File: config.mk
export PLATFORM = sky130hd
export DESIGN_NAME = ref_demod_conv
export DESIGN_NICKNAME = d
export VERILOG_FILES = /design/src/rtl/ref_demod_pkg.sv /design/src/rtl/ref_demod_rdiv.sv /design/src/rtl/ref_demod_batch.sv /design/src/rtl/ref_demod_conv.sv
export SDC_FILE = /design/constraint.sdc
export NUM_CORES = 1
export LEC_CHECK = 0
export BUFFER_PORTS_ARGS = -buffer_cell sky130_fd_sc_hd__buf_2
export CORE_MARGIN = 4
export CORE_UTILIZATION = 40
export DETAILED_ROUTE_END_ITERATION = 10
export GPL_ROUTABILITY_DRIVEN = 0
export PLACE_DENSITY_LB_ADDON = 0.2
export SLEW_MARGIN = 15
export SYNTH_ARGS = -nofsm -noshare
export SYNTH_HDL_FRONTEND = slang
export SYNTH_SLANG_ARGS = --single-unit
File: constraint.sdc
create_clock -name clk_i -period 8.55 [get_ports clk_i]
set_input_delay 0.4275 -clock clk_i [delete_from_list [all_inputs] [get_ports clk_i]]
set_output_delay 0.4275 -clock clk_i [all_outputs]
set_load 0.02 [all_outputs]
File: src/rtl/ref_demod_pkg.sv
`timescale 1ns/1ps
package ref_demod_pkg;
  localparam int unsigned WORD_W = 32;
  localparam int unsigned NUM_W  = 2 * WORD_W;

  typedef enum logic [1:0] {
    ST_IDLE,
    ST_LOAD,
    ST_RUN
  } conv_st_e;
endpackage

File: src/rtl/ref_demod_rdiv.sv
`timescale 1ns/1ps
// Floor-rounded signed / unsigned divide, one quotient bit per clock.
module ref_demod_rdiv #(
  parameter int unsigned NW = 64,
  parameter int unsigned DW = 32
) (
  input  logic          clk_i,
  input  logic          rst_ni,
  input  logic          start_i,
  input  logic [NW-1:0] num_i,   // two's complement numerator
  input  logic [DW-1:0] den_i,   // unsigned, nonzero
  output logic          fin_o,
  output logic [DW-1:0] quo_o
);
  localparam int unsigned MW = NW + 1;
  localparam int unsigned CW = $clog2(MW + 1);
  localparam logic [MW-1:0] ONE_M = 1;

  logic [MW-1:0] num_x, den_x, m_sum, mag;
  logic          neg;
  logic [MW-1:0] quo_q;
  logic [DW-1:0] rem_q, den_q, rem_n;
  logic [DW:0]   r_sh;
  logic          ge;
  logic [CW-1:0] cnt_q;
  logic          run_q, neg_q, fin_q;

  always_comb begin
    num_x = {num_i[NW-1], num_i};
    den_x = {{(MW-DW){1'b0}}, den_i};
    m_sum = num_x + (den_x >> 1);
    neg   = m_sum[MW-1];
    // negative: magnitude of ceil(-m/den) via (-m + den - 1) = ~m + den
    mag   = neg ? (~m_sum + den_x) : m_sum;
  end

  always_comb begin
    r_sh  = {rem_q, quo_q[MW-1]};
    ge    = r_sh >= {1'b0, den_q};
    rem_n = ge ? DW'(r_sh - {1'b0, den_q}) : r_sh[DW-1:0];
  end

  always_ff @(posedge clk_i or negedge rst_ni) begin
    if (!rst_ni) begin
      quo_q <= '0;
      rem_q <= '0;
      den_q <= '0;
      cnt_q <= '0;
      run_q <= 1'b0;
      neg_q <= 1'b0;
      fin_q <= 1'b0;
    end else if (start_i) begin
      quo_q <= mag;
      rem_q <= '0;
      den_q <= den_i;
      cnt_q <= CW'(MW);
      run_q <= 1'b1;
      neg_q <= neg;
      fin_q <= 1'b0;
    end else if (run_q) begin
      quo_q <= {quo_q[MW-2:0], ge};
      rem_q <= rem_n;
      cnt_q <= cnt_q - CW'(1);
      if (cnt_q == CW'(1)) begin
        run_q <= 1'b0;
        fin_q <= 1'b1;
      end
    end else begin
      fin_q <= 1'b0;
    end
  end

  assign fin_o = fin_q;
  assign quo_o = DW'(neg_q ? (~quo_q + ONE_M) : quo_q);


  start_nonzero_chk: assert property (@(posedge clk_i) disable iff (!rst_ni)
    start_i |-> den_i != '0);

  no_restart_chk: assert property (@(posedge clk_i) disable iff (!rst_ni)
    start_i |-> !run_q);

  fin_pulse_chk: assert property (@(posedge clk_i) disable iff (!rst_ni)
    fin_o |=> !fin_o);
endmodule

File: src/rtl/ref_demod_batch.sv
`timescale 1ns/1ps
// Wrapping batch index.
module ref_demod_batch #(
  parameter int unsigned IW = 21
) (
  input  logic          clk_i,
  input  logic          rst_ni,
  input  logic          adv_i,
  output logic [IW-1:0] idx_o
);
  localparam logic [IW-1:0] IDX_MAX = '1;

  logic [IW-1:0] idx_q;

  always_ff @(posedge clk_i or negedge rst_ni) begin
    if (!rst_ni)     idx_q <= '0;
    else if (adv_i)  idx_q <= (idx_q == IDX_MAX) ? '0 : idx_q + IW'(1);
  end

  assign idx_o = idx_q;


  idx_wrap_chk: assert property (@(posedge clk_i) disable iff (!rst_ni)
    (adv_i && idx_q == IDX_MAX) |=> idx_q == '0);

  idx_step_chk: assert property (@(posedge clk_i) disable iff (!rst_ni)
    (adv_i && idx_q != IDX_MAX) |=> idx_q == $past(idx_q) + IW'(1));

  idx_hold_chk: assert property (@(posedge clk_i) disable iff (!rst_ni)
    !adv_i |=> $stable(idx_q));
endmodule

File: src/rtl/ref_demod_conv.sv
`timescale 1ns/1ps
module ref_demod_conv
  import ref_demod_pkg::*;
#(
  parameter int unsigned TICKS_LOG2 = 8,
  parameter int unsigned BATCH_LOG2 = 3
) (
  input  logic              clk_i,
  input  logic              rst_ni,
  input  logic              batch_tick_i,
  input  logic              est_valid_i,
  input  logic [WORD_W-1:0] est_phase_i,
  input  logic [WORD_W-1:0] est_period_i,
  output logic              busy_o,
  output logic              done_o,
  output logic [WORD_W-1:0] freq_word_o,
  output logic [WORD_W-1:0] phase_word_o
);
  localparam int unsigned SHIFT_W = TICKS_LOG2 + BATCH_LOG2;
  localparam int unsigned IDX_W   = WORD_W - SHIFT_W;
  localparam logic [NUM_W-1:0] FREQ_NUM = {{(NUM_W-1){1'b0}}, 1'b1} << (WORD_W + TICKS_LOG2);

  conv_st_e          st_q;
  logic [WORD_W-1:0] ref_ph_q, ref_per_q, freq_q, phase_q;
  logic              done_q;
  logic [IDX_W-1:0]  idx;
  logic              per_zero, div_start, div_fin, fin_f, fin_p, adv;
  logic [WORD_W-1:0] quo_f, quo_p, phase_diff;
  logic [NUM_W-1:0]  phase_num;

  always_comb begin
    per_zero   = (ref_per_q == '0);
    // 2^32 taken off the stored phase at a wrap is invisible mod 2^32
    phase_diff = {idx, {SHIFT_W{1'b0}}} - ref_ph_q;
    phase_num  = {phase_diff, {WORD_W{1'b0}}};
    div_start  = (st_q == ST_LOAD) && !per_zero;
    div_fin    = fin_f & fin_p;
    adv        = ((st_q == ST_LOAD) && per_zero) || ((st_q == ST_RUN) && div_fin);
  end

  ref_demod_rdiv #(.NW(NUM_W), .DW(WORD_W)) u_div_freq (
    .clk_i   (clk_i),
    .rst_ni  (rst_ni),
    .start_i (div_start),
    .num_i   (FREQ_NUM),
    .den_i   (ref_per_q),
    .fin_o   (fin_f),
    .quo_o   (quo_f)
  );

  ref_demod_rdiv #(.NW(NUM_W), .DW(WORD_W)) u_div_phase (
    .clk_i   (clk_i),
    .rst_ni  (rst_ni),
    .start_i (div_start),
    .num_i   (phase_num),
    .den_i   (ref_per_q),
    .fin_o   (fin_p),
    .quo_o   (quo_p)
  );

  ref_demod_batch #(.IW(IDX_W)) u_batch (
    .clk_i  (clk_i),
    .rst_ni (rst_ni),
    .adv_i  (adv),
    .idx_o  (idx)
  );

  always_ff @(posedge clk_i or negedge rst_ni) begin
    if (!rst_ni) begin
      st_q      <= ST_IDLE;
      ref_ph_q  <= '0;
      ref_per_q <= '0;
      freq_q    <= '0;
      phase_q   <= '0;
      done_q    <= 1'b0;
    end else begin
      done_q <= 1'b0;
      case (st_q)
        ST_IDLE: if (batch_tick_i) begin
          st_q <= ST_LOAD;
          if (est_valid_i) begin
            ref_ph_q  <= est_phase_i;
            ref_per_q <= est_period_i;
          end
        end
        ST_LOAD: if (per_zero) begin
          freq_q  <= '1;
          phase_q <= '1;
          done_q  <= 1'b1;
          st_q    <= ST_IDLE;
        end else begin
          st_q <= ST_RUN;
        end
        ST_RUN: if (div_fin) begin
          freq_q  <= quo_f;
          phase_q <= quo_p;
          done_q  <= 1'b1;
          st_q    <= ST_IDLE;
        end
        default: st_q <= ST_IDLE;
      endcase
    end
  end

  assign busy_o       = (st_q != ST_IDLE);
  assign done_o       = done_q;
  assign freq_word_o  = freq_q;
  assign phase_word_o = phase_q;


  done_pulse_chk: assert property (@(posedge clk_i) disable iff (!rst_ni)
    done_o |=> !done_o);

  run_busy_chk: assert property (@(posedge clk_i) disable iff (!rst_ni)
    (st_q == ST_RUN && !div_fin) |=> busy_o);

  busy_ignore_chk: assert property (@(posedge clk_i) disable iff (!rst_ni)
    (busy_o && batch_tick_i) |=> ($stable(ref_ph_q) && $stable(ref_per_q)));

  zero_words_chk: assert property (@(posedge clk_i) disable iff (!rst_ni)
    (st_q == ST_LOAD && per_zero) |=> (done_o && freq_word_o == '1 && phase_word_o == '1));

  words_hold_chk: assert property (@(posedge clk_i) disable iff (!rst_ni)
    !done_o |=> ($stable(freq_word_o) || done_o));

  fin_pair_chk: assert property (@(posedge clk_i) disable iff (!rst_ni)
    fin_f == fin_p);
endmodule

**After elaboration in Yosys (flattened, before gate mapping)**

Cells that the tools add are included.

- Bits in registers: 398
- Input bits: 68

- Muxes and demuxes: 43
- Reduce and logical (&&, ||, !) cells: 14
- Magnitude comparators: 2
- Bitwise logic cells: 5
- Equality and inequality tests: 10
- $add $sub $neg: 12

Operators with widths:

| kind | number |
|---|---|
| 2-to-1 mux 65 bit | 6 |
| 2-to-1 mux 32 bit | 11 |
| adder 65 x 32 -> 65 bit | 2 |
| inverter 65 bit | 2 |
| one-hot mux 32 bit (2 select lines) | 2 |
| subtractor 32 bit | 3 |
| >= comparator 33 x 32 -> 1 bit | 2 |
| adder 64 x 32 -> 65 bit | 1 |
| adder 32 x 1 -> 32 bit (second input constant) | 2 |
| inverter 32 bit | 2 |
| adder 41 x 31 -> 42 bit (first input constant) | 1 |
| zero test 32 bit | 1 |
| 2-to-1 mux 7 bit | 4 |
| adder 21 x 1 -> 21 bit (second input constant) | 1 |
| equality test 21 bit (second input constant) | 1 |
| 2-to-1 mux 21 bit | 1 |
| equality test 7 x 1 -> 1 bit (second input constant) | 2 |
| 2-to-1 mux 1 bit | 14 |
| subtractor 7 x 1 -> 7 bit (second input constant) | 2 |
| nonzero test 2 bit | 4 |
| 2-to-1 mux 2 bit | 3 |
| inequality test 2 bit (second input constant) | 3 |
| inequality test 3 bit (second input constant) | 2 |
| one-hot mux 2 bit (3 select lines) | 1 |
| other kinds (10) | 13 |

**Logic depth before layout (Yosys ltp)**

Gate-level depths: netlist of the first run.

- Depth after elaboration: 6
- Gate-level depth with buffers: 15
- Gate-level depth less buffers: 13

**By module**

Synthesis of the first run repeated with hierarchy kept, for this count alone.

- Cells, all modules: 4276
- Area, all modules: 36488.7 um2

By module, submodules not included:

| module | cells each | area each (um2) | instances |
|---|---|---|---|
| ref_demod_rdiv at u_div_phase | 1808 | 14655.3 | 1 |
| ref_demod_rdiv at u_div_freq | 1830 | 14482.6 | 1 |
| ref_demod_conv | 535 | 6317.3 | 1 |
| ref_demod_batch | 103 | 1033.5 | 1 |

**Least setup slack after synthesis of the first run**

No wires, ideal clock.

- Path kind: reg2reg
- Start: register ref_per_q[24]
- End: register u_div_phase.quo_q[56]
- Clock period less this slack: 3158 ps
- Arrival: 3021 ps
- Slack: 5392 ps
- Cell stages (with the launch flop): 13
- Required time: 8413 ps
- Cells stage by stage: dfrtp_1 -> inv_1 -> ha_1 -> nand2b_1 -> or3b_2 -> or4b_1 -> o2111ai_1 -> nand2_1 -> nor4_4 -> nand2_1 -> o21bai_1 -> mux2i_1 -> a21oi_1

- Longest elaborated chain between the ends: 5

Ends and longest elaborated chain:

| item | RTL line | source |
|---|---|---|
| start: declaration | ref_demod_conv.sv:24 | `logic [WORD_W-1:0] ref_ph_q, ref_per_q, freq_q, phase_q;` |
| start signal: assignment | ref_demod_conv.sv:83 | `ref_per_q <= est_period_i;` |
| adder 64 x 32 -> 65 bit | ref_demod_rdiv.sv:31 | `m_sum = num_x + (den_x >> 1);` |
| inverter 65 bit | ref_demod_rdiv.sv:34 | `mag = neg ? (~m_sum + den_x) : m_sum;` |
| adder 65 x 32 -> 65 bit | ref_demod_rdiv.sv:34 |  |
| 2-to-1 mux 65 bit | ref_demod_rdiv.sv:34 |  |
| 2-to-1 mux 65 bit | ref_demod_rdiv.sv:52 | `end else if (start_i) begin` |
| end signal: assignment | ref_demod_rdiv.sv:53 | `quo_q <= mag;` |
| end signal: assignment | ref_demod_rdiv.sv:61 | `quo_q <= {quo_q[MW-2:0], ge};` |
| end: declaration | ref_demod_rdiv.sv:21 | `logic [MW-1:0] quo_q;` |

Several ways; a longest one is shown, not always the timed one.
A chain may end at the register's enable or synchronous reset.

==> impl_results.md, run 1 <==
* Die area at 0.06743 mm²
* Setup-failing EPs final at 0
* Cell count after synthesis at 2749
* Worst hold endpoint: ref_ph_q[11]$_DFFE_PN0P_
* Primary FF master, synth: dfrtp_1
* Max Clock Skew at 0.02377 ns
* RSZ-0062 raised after global routing: no
* Post-synthesis sequential area ratio at 39.21%
* Final min period at 4.083 ns
* I/O pin cnt at 134
* Least-Margin Pin Slew at 1.075 ns
* DRT Pass-1 Iters at 5
* Post-synthesis mux area share at 8.845%
* Post-DP HPWL at 51660 µm
* Worst setup path class: reg2reg
* Avg Inst Size Synth at 9.216 µm²
* Chip width at 259.7 µm
* Final setup TNS at 0 ns
* CTS H-Tree Depth at 2
* Vias per cell at 5.655
* Routed WL at 71250 µm
* Xor and xnor area share after synthesis at 6.119%
* Synth area leader: dfrtp_1
* Area grow syn2layout at 11.81%
* Met1 usage in global routing at 29.06%
* # rows at 91
* Post-synth ARST share at 100.0%
* Largest family of logic cells by synthesized area: compound AO/OA/AOI/OAI gates
* GRT Util Overall at 20.79%
* Worst min path class: in2reg
* Clk buf depth at 3
* Commonest cells in the netlist: dfrtp_1, a21oi_1, nor2_1, o21ai_0, nand2_1
* CP Data Required Time at 9.08 ns
* Final Cycle Share at 47.75%
* Core area at 0.06217 mm²
* Total nets after synthesis at 2962
* Fin. max-slew vios at 0
* Post-Synth Adder-Cell Area at 7.250%
* Crit end category: register
* GR Util met2 at 33.45%
* Synthesized flop and latch total at 397
* Crit start category: register
* EDFF count, synth at 0
* Synth Area in Compound Gates at 19.66%
* Synthesized area at 0.02533 mm²
* Layout cells sized above 1 at 12.07%
* Reg2reg end: u_div_phase.rem_q[1]$_DFFE_PN0P_
* Clock Sinks at 397
* Most Crowded Layer GR: met2
* Initial drt markers at 1553
* Largest cells by area after synthesis: dfrtp_1, ha_1, mux2i_1, a21oi_1, o21ai_0
* Slew margin rel. at 28.31%
* Outcome: complete, no violations
* R2R cell count at 13
* Vias in the first global route at 20504
* Max-Cap Viols at 0
* FILL cells at 6101
* TritonCTS clock tree: yes
* Final-report hold violation count at 0
* Post-DR wirelength/cell at 19.32 µm
* Reg clk slew, reported paths at 0.06 ns
* Yosys cell types at 97
* Count leader, synth: dfrtp_1
* CTS root buf: clkbuf_16
* Initial Util at 40.75%
* Post-CTS setup buffers at 0
* Max Fclk at 244.9 MHz
* Worst Path Max Fanout at 25
* Antenna-violating nets left at 0
* Hold path depth at 2
* Die Height at 259.7 µm
* First-pass GRT wire length at 114100 µm
* Post-route DRC at 0
* Initial antenna violation count at 2
* HP Start: est_phase_i[11]
* Met3 GRT Util at 3.243%
* GRT overflow at 0
* TritonCTS Buffers at 49
* Yosys warns at 0
* PortBufs at 133
* Post-synthesis simple-gate area fraction at 14.40%
* DR vias at 20851
* Reg2reg start: u_div_freq.den_q[1]$_DFFE_PN0P_
* Largest net degree at the start of global routing at 113
* Reg2Reg Setup Slack at 4.47 ns
* # nets final at 3027
* Clk_lat worst skew at 0.60 ns
* Synth top area share at 39.21%
* Arr. time, crit path at 4.61 ns
-- layout by cell type, fill, tap and decap left out, drive strengths merged, types with 18 or more instances in the layout --
| cell type | count |
|---|---|
| dfrtp | 397 |
| a21oi | 239 |
| nor2 | 234 |
| o21ai | 222 |
| nand2 | 186 |
| inv | 154 |
| buf | 151 |
| mux2i | 144 |
| ha | 142 |
| xnor2 | 90 |
| xor2 | 87 |
| clkbuf | 75 |
| mux2 | 71 |
| nand3 | 49 |
| a211oi | 47 |
| a21o | 45 |
| nor2b | 41 |
| nor3 | 40 |
| nand2b | 36 |
| a31oi | 33 |
| o22a | 32 |
| nand4 | 23 |
| nor4 | 20 |
| o31ai | 19 |
| or3 | 18 |
-- worst max-delay path, cell delays in order (launching register included) --
cell     delay [ns]
dfrtp_1        0.42
inv_1          0.10
ha_1           0.33
nor2b_1        0.14
o21a_1         0.17
o21ai_0        0.30
a21oi_1        0.21
a21oi_1        0.40
o21ai_1        0.26
a31oi_1        0.43
nand2_1        0.37
buf_4          0.37
mux2_2         0.32
a21oi_1        0.13
-- per-stage QoR --
step / cells / worst slack [ns] / instance area [µm²] / hold slack, ns / utilization, %
global route: 3686 / 4.141 / 28320 / 0.03579 / 45.56
detailed placement: 3599 / 4.515 / 26660 / 0.4736 / 42.89
global placement: 3599 / 4.591 / 26660 / 0.4686 / 42.89
finish: 3687 / 4.467 / 28330 / 0.05224 / 45.56
floorplan: 2749 / 5.392 / 25330 / 0.1319 / -
CTS: 3686 / 4.503 / 28320 / 0.02101 / 45.55
-- cell type report --
type	count	area (µm²)	share of cell area, %
clock inverters	11	181.4	0.6405
inverters	151	566.8	2.001
flip-flops and latches	397	9942	35.10
well taps	837	1047	3.697
multi-input cells	2063	14300	50.49
clock buffers	75	1464	5.168
diodes	1	2.502	0.008834
repair buffers	152	820.8	2.898
-- worst max path at each step --
stage,slack [ns],cells past startpoint,end,from
after floorplan,5.39,12,u_div_phase.quo_q[56]$_DFFE_PN0P_,ref_per_q[24]$_DFFE_PN0P_
after global placement,4.59,12,u_div_phase.quo_q[34]$_DFFE_PN0P_,u_batch.idx_o[0]$_DFFE_PN0P_
after detailed placement,4.52,12,u_div_phase.quo_q[34]$_DFFE_PN0P_,u_batch.idx_o[0]$_DFFE_PN0P_
after CTS,4.50,12,u_div_phase.quo_q[34]$_DFFE_PN0P_,u_batch.idx_o[0]$_DFFE_PN0P_
after global routing,4.14,13,u_div_phase.rem_q[20]$_DFFE_PN0P_,u_div_freq.den_q[1]$_DFFE_PN0P_
final,4.47,13,u_div_phase.rem_q[1]$_DFFE_PN0P_,u_div_freq.den_q[1]$_DFFE_PN0P_
-- flip-flops by register name, indices dropped and copies added (netlist names) --
register / count
ref_per_q: 32
u_div_freq.rem_q: 32
u_div_freq.quo_q: 65
u_div_phase.run_q: 1
u_div_freq.fin_o: 1
u_div_freq.cnt_q: 7
u_div_phase.quo_q: 65
st_q: 2
phase_word_o: 32
freq_word_o: 32
u_div_phase.neg_q: 1
ref_ph_q: 32
u_div_freq.den_q: 32
u_batch.idx_o: 21
u_div_phase.cnt_q: 7
u_div_freq.run_q: 1
done_o: 1
u_div_phase.rem_q: 32
u_div_phase.fin_o: 1
-- metal layers --
layer / wire, µm / share of wire (%)
met5: 27 / 0.038
met4: 1998 / 2.8
met3: 3532 / 5.0
met2: 32590 / 46
met1: 33100 / 46
-- repair_timing --
action	CTS	global route
hold endpoints to repair	101	0
hold buffers	1	0
gates resized for setup	0	0
-- cell families (layout without fill, tap and decap cells) --
| group | Yosys count | after routing |
|---|---|---|
| adder cells (fa/ha/maj) | 145 | 145 |
| buffers and inverters | 289 | 389 |
| flip-flops | 397 | 397 |
| AO/OA/AOI/OAI | 789 | 789 |
| other | 0 | 1 |
| XOR/XNOR | 177 | 177 |
| multiplexers | 215 | 215 |
| AND/OR/NAND/NOR | 737 | 737 |
Power of run 1 is left out: the tool's default activity adds up to more than one toggle a clock period on the data nets, which glitch-free logic cannot reach.
==> run 2: changes to the inputs <==
--- a/config.mk
+++ b/config.mk
@@ -5,6 +5,7 @@
 export SDC_FILE = /design/constraint.sdc
 export NUM_CORES = 1
 export LEC_CHECK = 0
+export ABC_AREA = 1
 export BUFFER_PORTS_ARGS = -buffer_cell sky130_fd_sc_hd__buf_2
 export CORE_MARGIN = 4
 export CORE_UTILIZATION = 40
==> constraint.sdc (replaced) <==
create_clock -name clk_i -period 3.81 [get_ports clk_i]
set_input_delay 0.1905 -clock clk_i [delete_from_list [all_inputs] [get_ports clk_i]]
set_output_delay 0.1905 -clock clk_i [all_outputs]
set_load 0.02 [all_outputs]
==> impl_results.md, run 2 <==
* Routed WL at 78320 µm (+9.9%)
* Net Sw Frac at 51.05%
* Final Cycle Share at 88.71% (+41 points)
* Primary FF master, synth: dfrtp_1
* Count leader, synth: nand2_1
* Post-CTS setup buffers at 0 (unchanged)
* Commonest cells in the netlist: nand2_1, inv_1, nor2_1, dfrtp_1, a21oi_1
* Die area at 0.06936 mm² (+2.9%)
* Slew margin rel. at 33.68% (+5.4 points)
* Worst min path class: in2reg
* ANT cells at 0 (-1)
* Synthesized area at 0.02608 mm² (+3.0%)
* Post-DP HPWL at 59730 µm (+16%)
* Post-synth ARST share at 100.0% (unchanged)
* Max Clock Skew at 0.02910 ns (+0.005330 ns)
* Chip width at 263.4 µm (+1.4%)
* Total chip power at 30.21 mW
* Crit end category: register
* Cell count after synthesis at 3565 (+30%)
* Layout cells sized above 1 at 8.402% (-3.7 points)
* Least-Margin Pin Slew at 0.9936 ns (-0.08183 ns)
* Worst Path Max Fanout at 12 (-52%)
* GRT overflow at 0 (unchanged)
* Clock power share at 15.2%
* Pleak at 14.36 nW
* Most common cell after layout, fill and taps aside: nand2_1
* Largest cells by area after synthesis: dfrtp_1, nand2_1, inv_1, ha_1, nor2_1
* Worst setup path class: reg2reg
* TritonCTS Buffers at 47 (-4.1%)
* Total nets after synthesis at 3778 (+28%)
* Final min period at 3.380 ns (-0.7028 ns)
* Area grow syn2layout at 14.53%
* # rows at 93 (+2.2%)
* Sequential share of power at 22.6%
* Avg Inst Size Synth at 7.316 µm² (-21%)
* Die Height at 263.4 µm (+1.4%)
* Outcome: complete, no violations
* Max-Cap Viols at 0 (unchanged)
* Post-synthesis sequential area ratio at 38.09% (-1.1 points)
* Reg clk slew, reported paths at 0.06 ns (about the same)
* CTS root buf: clkbuf_16
* I/O pin cnt at 134 (unchanged)
* CTS H-Tree Depth at 2 (unchanged)
* Synthesized flop and latch total at 397 (unchanged)
* Largest regs: u_div_freq.quo_q: 65 flops, u_div_phase.quo_q: 65 flops
* Antenna-violating nets left at 0 (unchanged)
* Clk_lat worst skew at 0.60 ns (about the same)
* Vias in the first global route at 23159 (+13%)
* Setup-failing EPs final at 0 (unchanged)
* # nets final at 3948 (+30%)
* Switching pwr at 15.42 mW
* PD cells at 1011 mW/mm²
* Comb pwr share at 62.2%
* Clock Sinks at 397 (unchanged)
* Maximum VDD drop at 0.5684 mV
* Fin. max-slew vios at 0 (unchanged)
* Crit start category: register
* RSZ-0062 raised after global routing: no
* Core area at 0.06446 mm² (+3.7%)
* Largest net degree at the start of global routing at 114 (+0.88%)
* Cts repair resizes at 0 (unchanged)
* DR vias at 23910 (+15%)
* Initial Util at 40.46% (-0.29 points)
* Initial drt markers at 1808 (+16%)
* Yosys warns at 0 (unchanged)
* Vias per cell at 5.166 (-8.6%)
* EDFF count, synth at 0 (unchanged)
* Final-report hold violation count at 0 (unchanged)
* Final setup TNS at 0 ns (unchanged)
* TritonCTS clock tree: yes
* Max Fclk at 295.9 MHz (+21%)
* Cell total after placement at 4475 (+24%)
* PortBufs at 133 (unchanged)
* First-pass GRT wire length at 126600 µm (+11%)
* GRT Util Overall at 22.21% (+1.4 points)
* Synth top area share at 38.09% (-1.1 points)
* Initial antenna violation count at 1 (-1)
* Final instance count without filler cells at 4628 (+26%)
* Pint at 14.79 mW
* DRT Pass-1 Iters at 8 (+3)
* Synth area leader: dfrtp_1
* CP Data Required Time at 4.33 ns (-4.75 ns)
* Post-DR wirelength/cell at 16.92 µm (-12%)
* Clk buf depth at 3 (unchanged)
* Yosys cell types at 62 (-36%)
* Arr. time, crit path at 3.90 ns (-0.71 ns)
* Leading cell types in the layout, fill and taps excluded: nand2_1, inv_1, nor2_1
* Post-route DRC at 0 (unchanged)
## run 2: cell families after synthesis
family          after synthesis  share of synthesized area [%]
fa+ha+maj                   145                          7.042
mux                           1                        0.04317
buf+inv                     661                          9.997
simple gates               1485                          23.72
compound gates              762                          17.17
flops                       397                          38.09
xor+xnor                    114                          3.943
## run 2: worst max-delay path: stages, from the launching register on
cell and delay, ns:
dfrtp_1 0.39, inv_1 0.21, ha_1 0.20, nand4_1 0.09
nor3_1 0.35, nand3_1 0.16, nand2_1 0.46, inv_1 0.26
nor3_1 0.34, inv_1 0.07, nor2_1 0.19, nand2_1 0.12
nor3_1 0.22, o21bai_1 0.09, a21oi_1 0.12
## run 2: cell type report
class | count | area [µm²]
Multi-Input combinational cell | 2507 | 13570
Timing Repair Buffer | 227 | 1634
Clock inverter | 21 | 234.0
Tap cell | 855 | 1070
Clock buffer | 66 | 1348
Sequential cell | 397 | 9935
Fill cell | 6592 | 34590
Inverter | 555 | 2085
## run 2: power groups by stage
stage	logic [mW]	registers, mW	clock network [mW]
floorplan	13.9	6.63	0
global placement	18.4	6.85	0
detailed placement	18.5	6.88	0
CTS	18.6	6.82	4.70
global route	21.1	7.03	4.86
finish	18.8	6.84	4.58
## run 2: per-layer routing
| layer | vias up | part of all wire [%] | wire [µm] | track usage (%) |
|---|---|---|---|---|
| met5 | - | 0 | 0 | 0 |
| met4 | 0 | 2.7 | 2119 | 5.914 |
| met3 | 104 | 5.5 | 4308 | 3.178 |
| met2 | 554 | 44 | 34280 | 34.63 |
| met1 | 11261 | 48 | 37610 | 32.45 |
| li1 | 11991 | - | - | - |
## run 2: worst paths after layout
kind,endpoint,slack (ns),cells past startpoint,startpoint
max in group asynchronous,u_div_phase.cnt_q[4]$_DFFE_PN0P_,2.59,3,rst_ni
worst max register to register,u_batch.idx_o[19]$_DFFE_PN0P_,0.43,14,ref_per_q[31]$_DFFE_PN0P_
worst min-delay path,ref_ph_q[2]$_DFFE_PN0P_,0.02,3,est_valid_i
min in group asynchronous,u_div_freq.quo_q[5]$_DFFE_PN0P_,0.26,2,rst_ni
worst max-delay path,u_batch.idx_o[19]$_DFFE_PN0P_,0.43,14,ref_per_q[31]$_DFFE_PN0P_
worst min register to register,phase_word_o[31]$_DFFE_PN0P_,0.48,2,phase_word_o[31]$_DFFE_PN0P_
## run 2: timing repair
action	in CTS	in global routing
hold buffers	66	0
hold endpoints to repair	172	0
endpoints found under the setup margin	0	0
## run 2: per-stage QoR
step / util (%) / cell area, µm² / setup WS, ns / hold slack [ns]
global placement: 42.86 / 27630 / 0.5493 / 0.3378
detailed placement: 42.86 / 27630 / 0.5052 / 0.3441
finish: 46.34 / 29870 / 0.4302 / 0.02233
floorplan: - / 26080 / 1.448 / -0.1051
CTS: 46.34 / 29870 / 0.4975 / 0.002079
global route: 46.34 / 29870 / 0.08212 / 0.02902
Power figures use the tool's default switching activity.
==> run 3: changes to the inputs <==
--- a/config.mk
+++ b/config.mk
@@ -7,8 +7,10 @@
 export LEC_CHECK = 0
 export ABC_AREA = 1
 export BUFFER_PORTS_ARGS = -buffer_cell sky130_fd_sc_hd__buf_2
+export CELL_PAD_IN_SITES_DETAIL_PLACEMENT = 0
+export CELL_PAD_IN_SITES_GLOBAL_PLACEMENT = 2
 export CORE_MARGIN = 4
-export CORE_UTILIZATION = 40
+export CORE_UTILIZATION = 37
 export DETAILED_ROUTE_END_ITERATION = 10
 export GPL_ROUTABILITY_DRIVEN = 0
 export PLACE_DENSITY_LB_ADDON = 0.2
==> impl_results.md, run 3 (synthesis gave the netlist of run 2 again) <==
* Outcome: complete, no violations
* FILL cells at 7311 (+11%)
* Worst hold endpoint: st_q[1]$_DFFE_PN0P_
* Reg clk slew, reported paths at 0.05 ns (about the same)
* Worst min path class: in2reg
* Area grow syn2layout at 15.27%
* Initial drt markers at 1686 (-6.7%)
* Reg2reg end: u_batch.idx_o[15]$_DFFE_PN0P_
* Crit start category: register
* Setup-failing EPs final at 0 (unchanged)
* Routed WL at 85490 µm (+9.1%)
* PortBufs at 133 (unchanged)
* Final setup TNS at 0 ns (unchanged)
* Total chip power at 30.77 mW (+1.9%)
* Largest regs: u_div_freq.quo_q: 65 flops, u_div_phase.quo_q: 65 flops
* Reg2reg start: ref_per_q[31]$_DFFE_PN0P_
* Crit end category: register
* CTS Hold Bufs at 65 (-1.5%)
* Worst-path cell chain: inv_1 -> ha_1 -> nand4_1 -> nor3_1 -> nand3_1 -> nand2_1 -> buf_4 -> nand2_1 -> nor2_1 -> inv_1 -> nor2_1 -> inv_1 -> o21ai_0 -> a21oi_1
* Crit path largest cell delay at 0.48 ns (+0.02 ns)
* Die area at 0.07481 mm² (+7.9%)
* Final-report hold violation count at 0 (unchanged)
* Slew margin rel. at 38.11% (+4.4 points)
* Leading cell types in the layout, fill and taps excluded: nand2_1, inv_1, nor2_1
* DRT Pass-1 Iters at 6 (-2)
* Post-DR wirelength/cell at 18.13 µm (+7.1%)
* TritonCTS clock tree: yes
* First-pass GRT wire length at 134600 µm (+6.4%)
* Post-CTS setup buffers at 0 (unchanged)
* Core area at 0.06991 mm² (+8.4%)
* Clk_lat worst skew at 0.63 ns (+0.03 ns)
* TritonCTS Buffers at 49 (+4.3%)
* Pleak at 14.40 nW (+0.30%)
* Worst setup path class: reg2reg
* Chip width at 273.5 µm (+3.9%)
* Least-Margin Pin Slew at 0.9270 ns (-0.06660 ns)
* GRT overflow at 0 (unchanged)
* Layout cells sized above 1 at 8.450% (+0.049 points)
* Largest net degree at the start of global routing at 100 (-12%)
* # nets final at 3949 (+0.025%)
* Seq. cell area at 0.009935 mm² (unchanged)
* Initial Util at 37.31% (-3.2 points)
* Post-route DRC at 0 (unchanged)
* GRT Util Overall at 22.79% (+0.58 points)
* RSZ-0062 raised after global routing: no
* I/O pin cnt at 134 (unchanged)
* Most common cell on crit path: inv_1
* Post-DP HPWL at 66280 µm (+11%)
* Worst Path Max Fanout at 11 (-1)
* PD cells at 1024 mW/mm² (+1.2%)
* Hold path depth at 4 (+1)
* CTS root buf: clkbuf_16
* Cts repair resizes at 0 (unchanged)
* HP Start: batch_tick_i
* Clock Sinks at 397 (unchanged)
* Multi-input gate area at 0.01357 mm² (unchanged)
* Reg2Reg Setup Slack at 0.38 ns (-0.05 ns)
* Antenna-violating nets left at 0 (unchanged)
* Final min period at 3.426 ns (+0.04667 ns)
* CP Data Required Time at 4.28 ns (-0.05 ns)
* Fin. max-slew vios at 0 (unchanged)
* Die Height at 273.5 µm (+3.9%)
* Final Cycle Share at 89.93% (+1.2 points)
* Crit path max-delay family: simple AND/OR/NAND/NOR gates
* Maximum VDD drop at 0.4428 mV (-22%)
* Max Clock Skew at 0.04617 ns (+0.01708 ns)
* # rows at 97 (+4.3%)
* Crit-path slowest cell: nor3_1
* Vias per cell at 5.102 (-1.2%)
* Arr. time, crit path at 3.90 ns (about the same)
* Vias in the first global route at 23543 (+1.7%)
* DR vias at 24058 (+0.62%)
* Max Fclk at 291.8 MHz (-1.4%)
* Initial antenna violation count at 0 (-1)
* R2R cell count at 14 (unchanged)
* CTS H-Tree Depth at 2 (unchanged)
* Max-Cap Viols at 0 (unchanged)
* ANT cells at 0 (unchanged)
* Clk buf depth at 3 (unchanged)
* WP buf/inv at 4 (+1)
* CP Depth at 14 (unchanged)
* Most common cell after layout, fill and taps aside: nand2_1
-- run 3: cell count changes in the layout (fill, tap and decap cells not counted), sizes merged --
| cell | change |
|---|---|
| clkbuf | +7 |
| clkinvlp | -2 |
| inv | -1 |
| dlygate4sd3 | -1 |
| bufinv | -1 |
-- run 3: where the power goes --
group	switching (mW)	total (mW)	internal (mW)
registers	0.987	6.88	5.89
clock network	1.96	4.76	2.80
logic	12.9	19.1	6.24
total	15.8	30.8	14.9
-- run 3: cell type report --
| type | instances | area share (%) |
|---|---|---|
| Multi-Input combinational cell | 2507 | 45.13 |
| Sequential cell | 397 | 33.04 |
| Inverter | 555 | 6.929 |
| Timing Repair Buffer | 226 | 5.402 |
| Clock buffer | 73 | 4.844 |
| Tap cell | 940 | 3.912 |
| Clock inverter | 17 | 0.7408 |
-- run 3: worst max path at each step --
stage / start / endpoint / slack, ns
after floorplan: ref_per_q[1]$_DFFE_PN0P_ / u_div_phase.quo_q[30]$_DFFE_PN0P_ / 1.45
after global placement: ref_per_q[31]$_DFFE_PN0P_ / u_batch.idx_o[15]$_DFFE_PN0P_ / 0.50
after detailed placement: ref_per_q[31]$_DFFE_PN0P_ / u_batch.idx_o[15]$_DFFE_PN0P_ / 0.48
after CTS: ref_per_q[31]$_DFFE_PN0P_ / u_batch.idx_o[15]$_DFFE_PN0P_ / 0.47
after global routing: ref_per_q[31]$_DFFE_PN0P_ / u_batch.idx_o[15]$_DFFE_PN0P_ / 0.19
final: ref_per_q[31]$_DFFE_PN0P_ / u_batch.idx_o[15]$_DFFE_PN0P_ / 0.38
-- run 3: layer usage --
layer / vias up / share of wire (%) / track usage, %
met5: - / 0 / 0
met4: 0 / 3.5 / 7.406
met3: 125 / 5.2 / 3.331
met2: 533 / 44 / 36.10
met1: 11408 / 47 / 32.12
li1: 11992 / - / -
-- run 3: metrics by stage --
step | area (µm²) | setup slack [ns] | util [%] | std cells | hold WS [ns]
after floorplan | 26080 | 1.448 | - | 3565 | -0.1051
after global placement | 27740 | 0.5040 | 39.67 | 4560 | 0.2831
after detailed placement | 27740 | 0.4753 | 39.67 | 4560 | 0.2890
after CTS | 30070 | 0.4704 | 43.01 | 4715 | 0.05742
after global routing | 30070 | 0.1891 | 43.01 | 4715 | 0.1268
final | 30070 | 0.3836 | 43.01 | 4715 | 0.09875
-- run 3: worst reg2reg max path: stages (launching register included) --
cell     delay (ns)
dfrtp_1        0.43
inv_1          0.26
ha_1           0.22
nand4_1        0.09
nor3_1         0.48
nand3_1        0.15
nand2_1        0.23
buf_4          0.24
nand2_1        0.07
nor2_1         0.16
inv_1          0.05
nor2_1         0.45
inv_1          0.20
o21ai_0        0.17
a21oi_1        0.11
